[src/rtl/irq_sense_pkg.sv]
package irq_sense_pkg;
  localparam int PIN_COUNT = 32;
  localparam int REG_W     = 32;
  localparam int ADDR_W    = 5;

  localparam logic [ADDR_W-1:0] OFS_PEND     = 5'h00;
  localparam logic [ADDR_W-1:0] OFS_MASK     = 5'h04;
  localparam logic [ADDR_W-1:0] OFS_SENSE_LO = 5'h14;
  localparam logic [ADDR_W-1:0] OFS_SENSE_HI = 5'h18;

  typedef enum logic [1:0] {
    SENSE_BOTH = 2'b00,
    SENSE_RISE = 2'b01,
    SENSE_FALL = 2'b10,
    SENSE_NONE = 2'b11
  } senseCodeT;

  typedef struct packed {
    logic             ackWr;
    logic             maskWr;
    logic             senseLoWr;
    logic             senseHiWr;
    logic [REG_W-1:0] data;
  } regStrobeT;
endpackage

[src/rtl/irq_sense_lane.sv]
module irq_sense_lane
  import irq_sense_pkg::*;
(
  input  logic       clk,
  input  logic       rstN,
  input  logic [1:0] code,
  input  logic       levelMode,
  input  logic       pinNow,
  input  logic       pinPrev,
  output logic       hit
);
  logic riseEv;
  logic fallEv;

  assign riseEv = pinNow & ~pinPrev;
  assign fallEv = ~pinNow & pinPrev;

  always_comb begin
    unique case (senseCodeT'(code))
      SENSE_BOTH: hit = riseEv | fallEv;
      SENSE_RISE: hit = levelMode ? pinNow : riseEv;
      SENSE_FALL: hit = levelMode ? ~pinNow : fallEv;
      default:    hit = 1'b0;
    endcase
  end

  AST_EDGE_NEEDS_CHANGE: assert property (@(posedge clk) disable iff (!rstN)
    (hit && (!levelMode || code == 2'b00)) |-> (pinNow != pinPrev));
endmodule

[src/rtl/irq_sense_ctrl.sv]
module irq_sense_ctrl
  import irq_sense_pkg::*;
#(
  parameter int DATA_W = REG_W,
  parameter int AW     = ADDR_W
) (
  input  logic              clk,
  input  logic              rstN,
  input  logic              wrEn,
  input  logic [AW-1:0]     wrAddr,
  input  logic [DATA_W-1:0] wrData,
  input  logic [AW-1:0]     rdAddr,
  input  logic [DATA_W-1:0] pendQ,
  input  logic [DATA_W-1:0] maskQ,
  input  logic [DATA_W-1:0] senseLoQ,
  input  logic [DATA_W-1:0] senseHiQ,
  output regStrobeT         strobe,
  output logic [DATA_W-1:0] rdData
);
  always_comb begin
    strobe           = '0;
    strobe.data      = wrData;
    strobe.ackWr     = wrEn && (wrAddr == OFS_PEND);
    strobe.maskWr    = wrEn && (wrAddr == OFS_MASK);
    strobe.senseLoWr = wrEn && (wrAddr == OFS_SENSE_LO);
    strobe.senseHiWr = wrEn && (wrAddr == OFS_SENSE_HI);
  end

  always_comb begin
    unique case (rdAddr)
      OFS_PEND:     rdData = pendQ;
      OFS_MASK:     rdData = maskQ;
      OFS_SENSE_LO: rdData = senseLoQ;
      OFS_SENSE_HI: rdData = senseHiQ;
      default:      rdData = '0;
    endcase
  end

  AST_STROBE_ONEHOT: assert property (@(posedge clk) disable iff (!rstN)
    $onehot0({strobe.ackWr, strobe.maskWr, strobe.senseLoWr, strobe.senseHiWr}));
endmodule

[src/rtl/irq_sense_datapath.sv]
module irq_sense_datapath
  import irq_sense_pkg::*;
#(
  parameter int PINS = PIN_COUNT
) (
  input  logic                     clk,
  input  logic                     rstN,
  input  logic [PINS-1:0]          pinIn,
  input  logic                     levelMode,
  input  regStrobeT                strobe,
  output logic [PINS-1:0]          pendQ,
  output logic [PINS-1:0]          maskQ,
  output logic [PINS-1:0]          senseLoQ,
  output logic [PINS-1:0]          senseHiQ,
  output logic                     irqOut,
  output logic [$clog2(PINS)-1:0]  pinNum,
  output logic                     pinValid
);
  localparam int HALF  = PINS / 2;
  localparam int NUM_W = $clog2(PINS);

  logic [PINS-1:0] pinPrev;
  logic [PINS-1:0] hitVec;
  logic [PINS-1:0] activeVec;

  always_ff @(posedge clk) begin
    if (!rstN) begin
      senseLoQ <= '0;
      senseHiQ <= '0;
      maskQ    <= '0;
      pendQ    <= '0;
      pinPrev  <= '0;
    end else begin
      pinPrev <= pinIn;
      if (strobe.senseLoWr) senseLoQ <= strobe.data[PINS-1:0];
      if (strobe.senseHiWr) senseHiQ <= strobe.data[PINS-1:0];
      if (strobe.maskWr)    maskQ    <= strobe.data[PINS-1:0];
      pendQ <= (pendQ & ~({PINS{strobe.ackWr}} & strobe.data[PINS-1:0])) | hitVec;
    end
  end

  for (genvar p = 0; p < PINS; p++) begin : g_lane
    localparam int BIT   = PINS - 1 - p;
    localparam int SHIFT = (HALF - 1 - (p % HALF)) * 2;
    logic [1:0] laneCode;
    if (p < HALF) begin : g_lo
      assign laneCode = senseLoQ[SHIFT +: 2];
    end else begin : g_hi
      assign laneCode = senseHiQ[SHIFT +: 2];
    end
    irq_sense_lane u_lane (
      .clk      (clk),
      .rstN     (rstN),
      .code     (laneCode),
      .levelMode(levelMode),
      .pinNow   (pinIn[BIT]),
      .pinPrev  (pinPrev[BIT]),
      .hit      (hitVec[BIT])
    );
  end

  assign activeVec = pendQ & maskQ;
  assign irqOut    = |activeVec;

  always_comb begin
    pinNum   = '0;
    pinValid = 1'b0;
    for (int i = PINS - 1; i >= 0; i--) begin
      if (activeVec[i]) begin
        pinNum   = NUM_W'(PINS - 1 - i);
        pinValid = 1'b1;
      end
    end
  end

  AST_ACK_CLEARS: assert property (@(posedge clk) disable iff (!rstN)
    strobe.ackWr |=> ((pendQ & $past(strobe.data[PINS-1:0]) & ~$past(hitVec)) == '0));
  AST_SET_NEEDS_HIT: assert property (@(posedge clk) disable iff (!rstN)
    1'b1 |=> ((pendQ & ~$past(pendQ) & ~$past(hitVec)) == '0));
  AST_HIT_STICKS: assert property (@(posedge clk) disable iff (!rstN)
    (hitVec != '0) |=> ((pendQ & $past(hitVec)) == $past(hitVec)));
endmodule

[src/rtl/irq_sense_unit.sv]
module irq_sense_unit
  import irq_sense_pkg::*;
(
  input  logic        clk,
  input  logic        rstN,
  input  logic [31:0] pinIn,
  input  logic        levelMode,
  input  logic        wrEn,
  input  logic [4:0]  wrAddr,
  input  logic [31:0] wrData,
  input  logic [4:0]  rdAddr,
  output logic [31:0] rdData,
  output logic [31:0] pendVec,
  output logic        irqOut,
  output logic [4:0]  pinNum,
  output logic        pinValid
);
  regStrobeT   strobe;
  logic [31:0] maskQ;
  logic [31:0] senseLoQ;
  logic [31:0] senseHiQ;

  irq_sense_ctrl u_ctrl (
    .clk     (clk),
    .rstN    (rstN),
    .wrEn    (wrEn),
    .wrAddr  (wrAddr),
    .wrData  (wrData),
    .rdAddr  (rdAddr),
    .pendQ   (pendVec),
    .maskQ   (maskQ),
    .senseLoQ(senseLoQ),
    .senseHiQ(senseHiQ),
    .strobe  (strobe),
    .rdData  (rdData)
  );

  irq_sense_datapath u_dp (
    .clk      (clk),
    .rstN     (rstN),
    .pinIn    (pinIn),
    .levelMode(levelMode),
    .strobe   (strobe),
    .pendQ    (pendVec),
    .maskQ    (maskQ),
    .senseLoQ (senseLoQ),
    .senseHiQ (senseHiQ),
    .irqOut   (irqOut),
    .pinNum   (pinNum),
    .pinValid (pinValid)
  );

  AST_VALID_MATCHES_IRQ: assert property (@(posedge clk) disable iff (!rstN)
    pinValid == irqOut);
  AST_NUM_IS_PENDING: assert property (@(posedge clk) disable iff (!rstN)
    pinValid |-> pendVec[5'd31 - pinNum]);
endmodule

[config.mk]
export PLATFORM = sky130hd
export DESIGN_NAME = irq_sense_unit
export DESIGN_NICKNAME = d
export VERILOG_FILES = /design/src/rtl/irq_sense_pkg.sv /design/src/rtl/irq_sense_lane.sv /design/src/rtl/irq_sense_ctrl.sv /design/src/rtl/irq_sense_datapath.sv /design/src/rtl/irq_sense_unit.sv
export SDC_FILE = /design/constraint.sdc
export NUM_CORES = 1
export LEC_CHECK = 0
export BUFFER_PORTS_ARGS = -buffer_cell sky130_fd_sc_hd__buf_4
export CORE_MARGIN = 2
export CORE_UTILIZATION = 46
export CTS_BUF_LIST = sky130_fd_sc_hd__clkbuf_16
export DETAILED_ROUTE_END_ITERATION = 8
export PLACE_DENSITY = 0.69
export SYNTH_ARGS = -nofsm -noshare
export SYNTH_HDL_FRONTEND = slang
export SYNTH_SLANG_ARGS = --single-unit
[constraint.sdc]
create_clock -name clk -period 3.9 [get_ports clk]
set_clock_uncertainty 0.1 [all_clocks]
set_input_delay 0.195 -clock clk [delete_from_list [all_inputs] [get_ports clk]]
set_output_delay 0.195 -clock clk [all_outputs]
set_load 0.01 [all_outputs]
==> flow_summary.json <==
{
  "syn_nets": 1297,
  "clock_latency_ns": 0.43,
  "cts_hold_buf": 64,
  "ant_nets": 0,
  "synth_area_per_cell_um2": 7.99,
  "period_needed_ns": 2.66,
  "async_flop_share_pct": 0,
  "synth_edf_count": 0,
  "crit_required_ns": 3.61,
  "port_buffers": 148,
  "slew_headroom_pct": 30.0,
  "grt_max_degree": 96,
  "final_layout_size_suffix_gt1_share_pct": 16.3,
  "drt_iter0_markers": 788,
  "ys_ff_latch": 160,
  "root_buffer": "clkbuf_16",
  "start_util_pct": 47.1,
  "area_delta_synth_final_pct": 25.9,
  "rsz0062_at_grt": "no",
  "grt_pass1_wl_mm": 48.2,
  "nets": 1469,
  "cts_num_sinks": 160,
  "num_vias": 9037,
  "ys_types": 55,
  "critPathLaunchType": "flip-flop",
  "first_global_vias": 8740,
  "cts_buffers": 17,
  "status": "completed",
  "ys.flop_type": "dfxtp_1",
  "yosysSeqAreaShare_pct": 34.7,
  "overflow": 0,
  "fin_tns_setup_ns": 0,
  "power_density_mw_per_mm2": 347,
  "yosys_warnings": 0,
  "core_area_mm2": 0.0196,
  "routed_wl_mm": 30.4,
  "dr.pass1.iters": 9,
  "maxClockFrequency_ghz": 0.376,
  "dp_hpwl_mm": 20.9,
  "vdd_drop_max_uv": 315,
  "grt.total_usage_pct": 28.8,
  "path_class": "flip-flop to output port",
  "cts-htree-levels": 4,
  "pre_cts_slack_ns": 1.53,
  "die_area_mm2": 0.0212,
  "setup_viol": 0,
  "critPathMaxFanout": 5,
  "clk_pin_slew_ns": 0.07,
  "holdWs_ns": 0.238,
  "gp_congestion": 0.941,
  "min_period_over_period_pct": 68.1,
  "post-cts-setup-buffer-count": 0,
  "ios": 149,
  "syn_area_mm2": 0.00923,
  "cts_resized": 0,
  "cts_max_path_buffers": 2,
  "hold_path_class": "primary input to flip-flop",
  "syn-instance-count": 1155,
  "max_cap_viol_count": 0,
  "antenna_found_initial": 0,
  "fin_util_pct": 59.3,
  "leakagePower_nw": 4.82,
  "fp-row-count": 51,
  "route.detailed.drc": 0,
  "cts_tree": "yes",
  "routed_via_density": 5.63,
  "worst_slew_pin_slew_ns": 1.05,
  "hold_violations": 0,
  "fin_ws_ns": 1.24,
  "crit_arrival_ns": 2.36,
  "die_h_um": 146,
  "avgRoutedWirePerCell_um": 19.0,
  "cp-end-kind": "output port",
  "slew_viol_final": 0,
  "diodes": 0,
  "die_width_um": 146
}
==> critical path, stage by stage, from the launching register on <==
cell      delay (ns)
dfxtp_1         0.44
nand2_1         0.14
a32o_1          0.28
o21ai_0         0.30
a311oi_1        0.19
a211oi_1        0.39
buf_4           0.20
==> state kept, by name (all words and copies together) (netlist names) <==
| signal | cells |
|---|---|
| u_dp.senseHiQ | 32 |
| u_dp.senseLoQ | 32 |
| u_dp.pendQ | 32 |
| u_dp.maskQ | 32 |
| u_dp.pinPrev | 32 |
==> cell type report <==
cell class	instances	area [um2]
repair buffers	218	1800
clock inverters	15	168
multi-input cells	864	5450
well taps	265	332
flip-flops and latches	160	3200
fillers	1790	7970
clock buffers	17	425
inverters	66	248
==> logic make-up (layout without fill, tap and decap cells) <==
| kind of cell | after synthesis | count (layout) | synth area share (%) |
|---|---|---|---|
| buffers and inverters | 131 | 316 | 6.56 |
| DFF | 160 | 160 | 34.7 |
| adders and majority gates | 64 | 64 | 8.67 |
| AOI/OAI and AO/OA | 318 | 318 | 24.7 |
| muxes | 28 | 28 | 3.04 |
| and+or+nand+nor | 454 | 454 | 22.3 |
==> layout by cell type (no fill, tap or decap), types with 3 or more instances in the layout <==
cell type,count
nand2_1,344
dfxtp_1,160
buf_4,154
a21boi_0,96
o21ai_0,73
inv_1,66
ha_1,64
dlygate4sd3_1,64
and2_1,33
mux2i_1,28
a222oi_1,24
nor2b_1,24
o211ai_1,19
a21boi_1,17
clkbuf_16,17
a21oi_1,16
a211oi_1,16
a22oi_1,15
a221oi_1,14
nand2b_1,8
nand3_1,6
or2b_2,6
o21ai_1,5
clkinvlp_4,5
and3_2,4
a31oi_1,4
a221oi_2,4
and2b_2,4
a22o_1,3
a32oi_1,3
nand3_2,3
and2b_1,3
clkinv_2,3
bufinv_16,3
==> metrics by stage <==
step                      area (um2)  instances  power, W
after floorplan                 9230       1155   0.00204
after global placement         10400       1509   0.00228
after detailed placement       10400       1509   0.00229
after CTS                      11600       1605   0.00404
after global routing           11600       1605   0.00418
final                          11600       1605   0.00403
==> final timing paths <==
check	start	to	slack [ns]	cells after the start
max	u_dp.pendQ[26]$_SDFF_PN0_	pinNum[0]	1.24	6
min	rstN	u_dp.maskQ[14]$_SDFFE_PN0P_	0.24	2
max reg2reg	u_dp.pinPrev[25]$_SDFF_PN0_	u_dp.pendQ[25]$_SDFF_PN0_	2.38	5
min reg2reg	u_dp.senseLoQ[24]$_SDFFE_PN0P_	u_dp.senseLoQ[24]$_SDFFE_PN0P_	0.38	2
==> per-layer routing <==
metal	vias to the layer above	part of all wire, %	GRT usage, %
met5	-	0	0
met3	66	8.2	6.11
li1	4306	-	-
met4	0	3.6	11.7
met2	414	48	49.3
met1	4251	40	35.1
==> where the power goes <==
group | internal (W) | switching, W
combinational | 0.000272 | 0.000263
clock | 0.00100 | 0.000718
sequential | 0.00169 | 0.0000872
total | 0.00297 | 0.00107
==> synthesized netlist by cell type, types with 5 or more instances <==
master    number  area, um2
and2_1        33        206
ha_1          64        801
nand3_1        9       45.0
inv_1         66        248
o211ai_1      19        143
mux2i_1       28        280
clkbuf_1      26       97.6
a221oi_1      14        123
buf_2         28        140
nand2b_1       8       50.1
a22oi_1       15        113
o21ai_1        5       25.0
a21oi_1       16       80.1
dfxtp_1      160       3200
o21ai_0       73        365
nor2b_1       24        150
a21boi_0      96        721
or2b_2         6       52.6
a211oi_1      16        120
a21boi_1      17        128
nand2_1      344       1290
a222oi_1      24        240
Power figures use the tool's default switching activity.
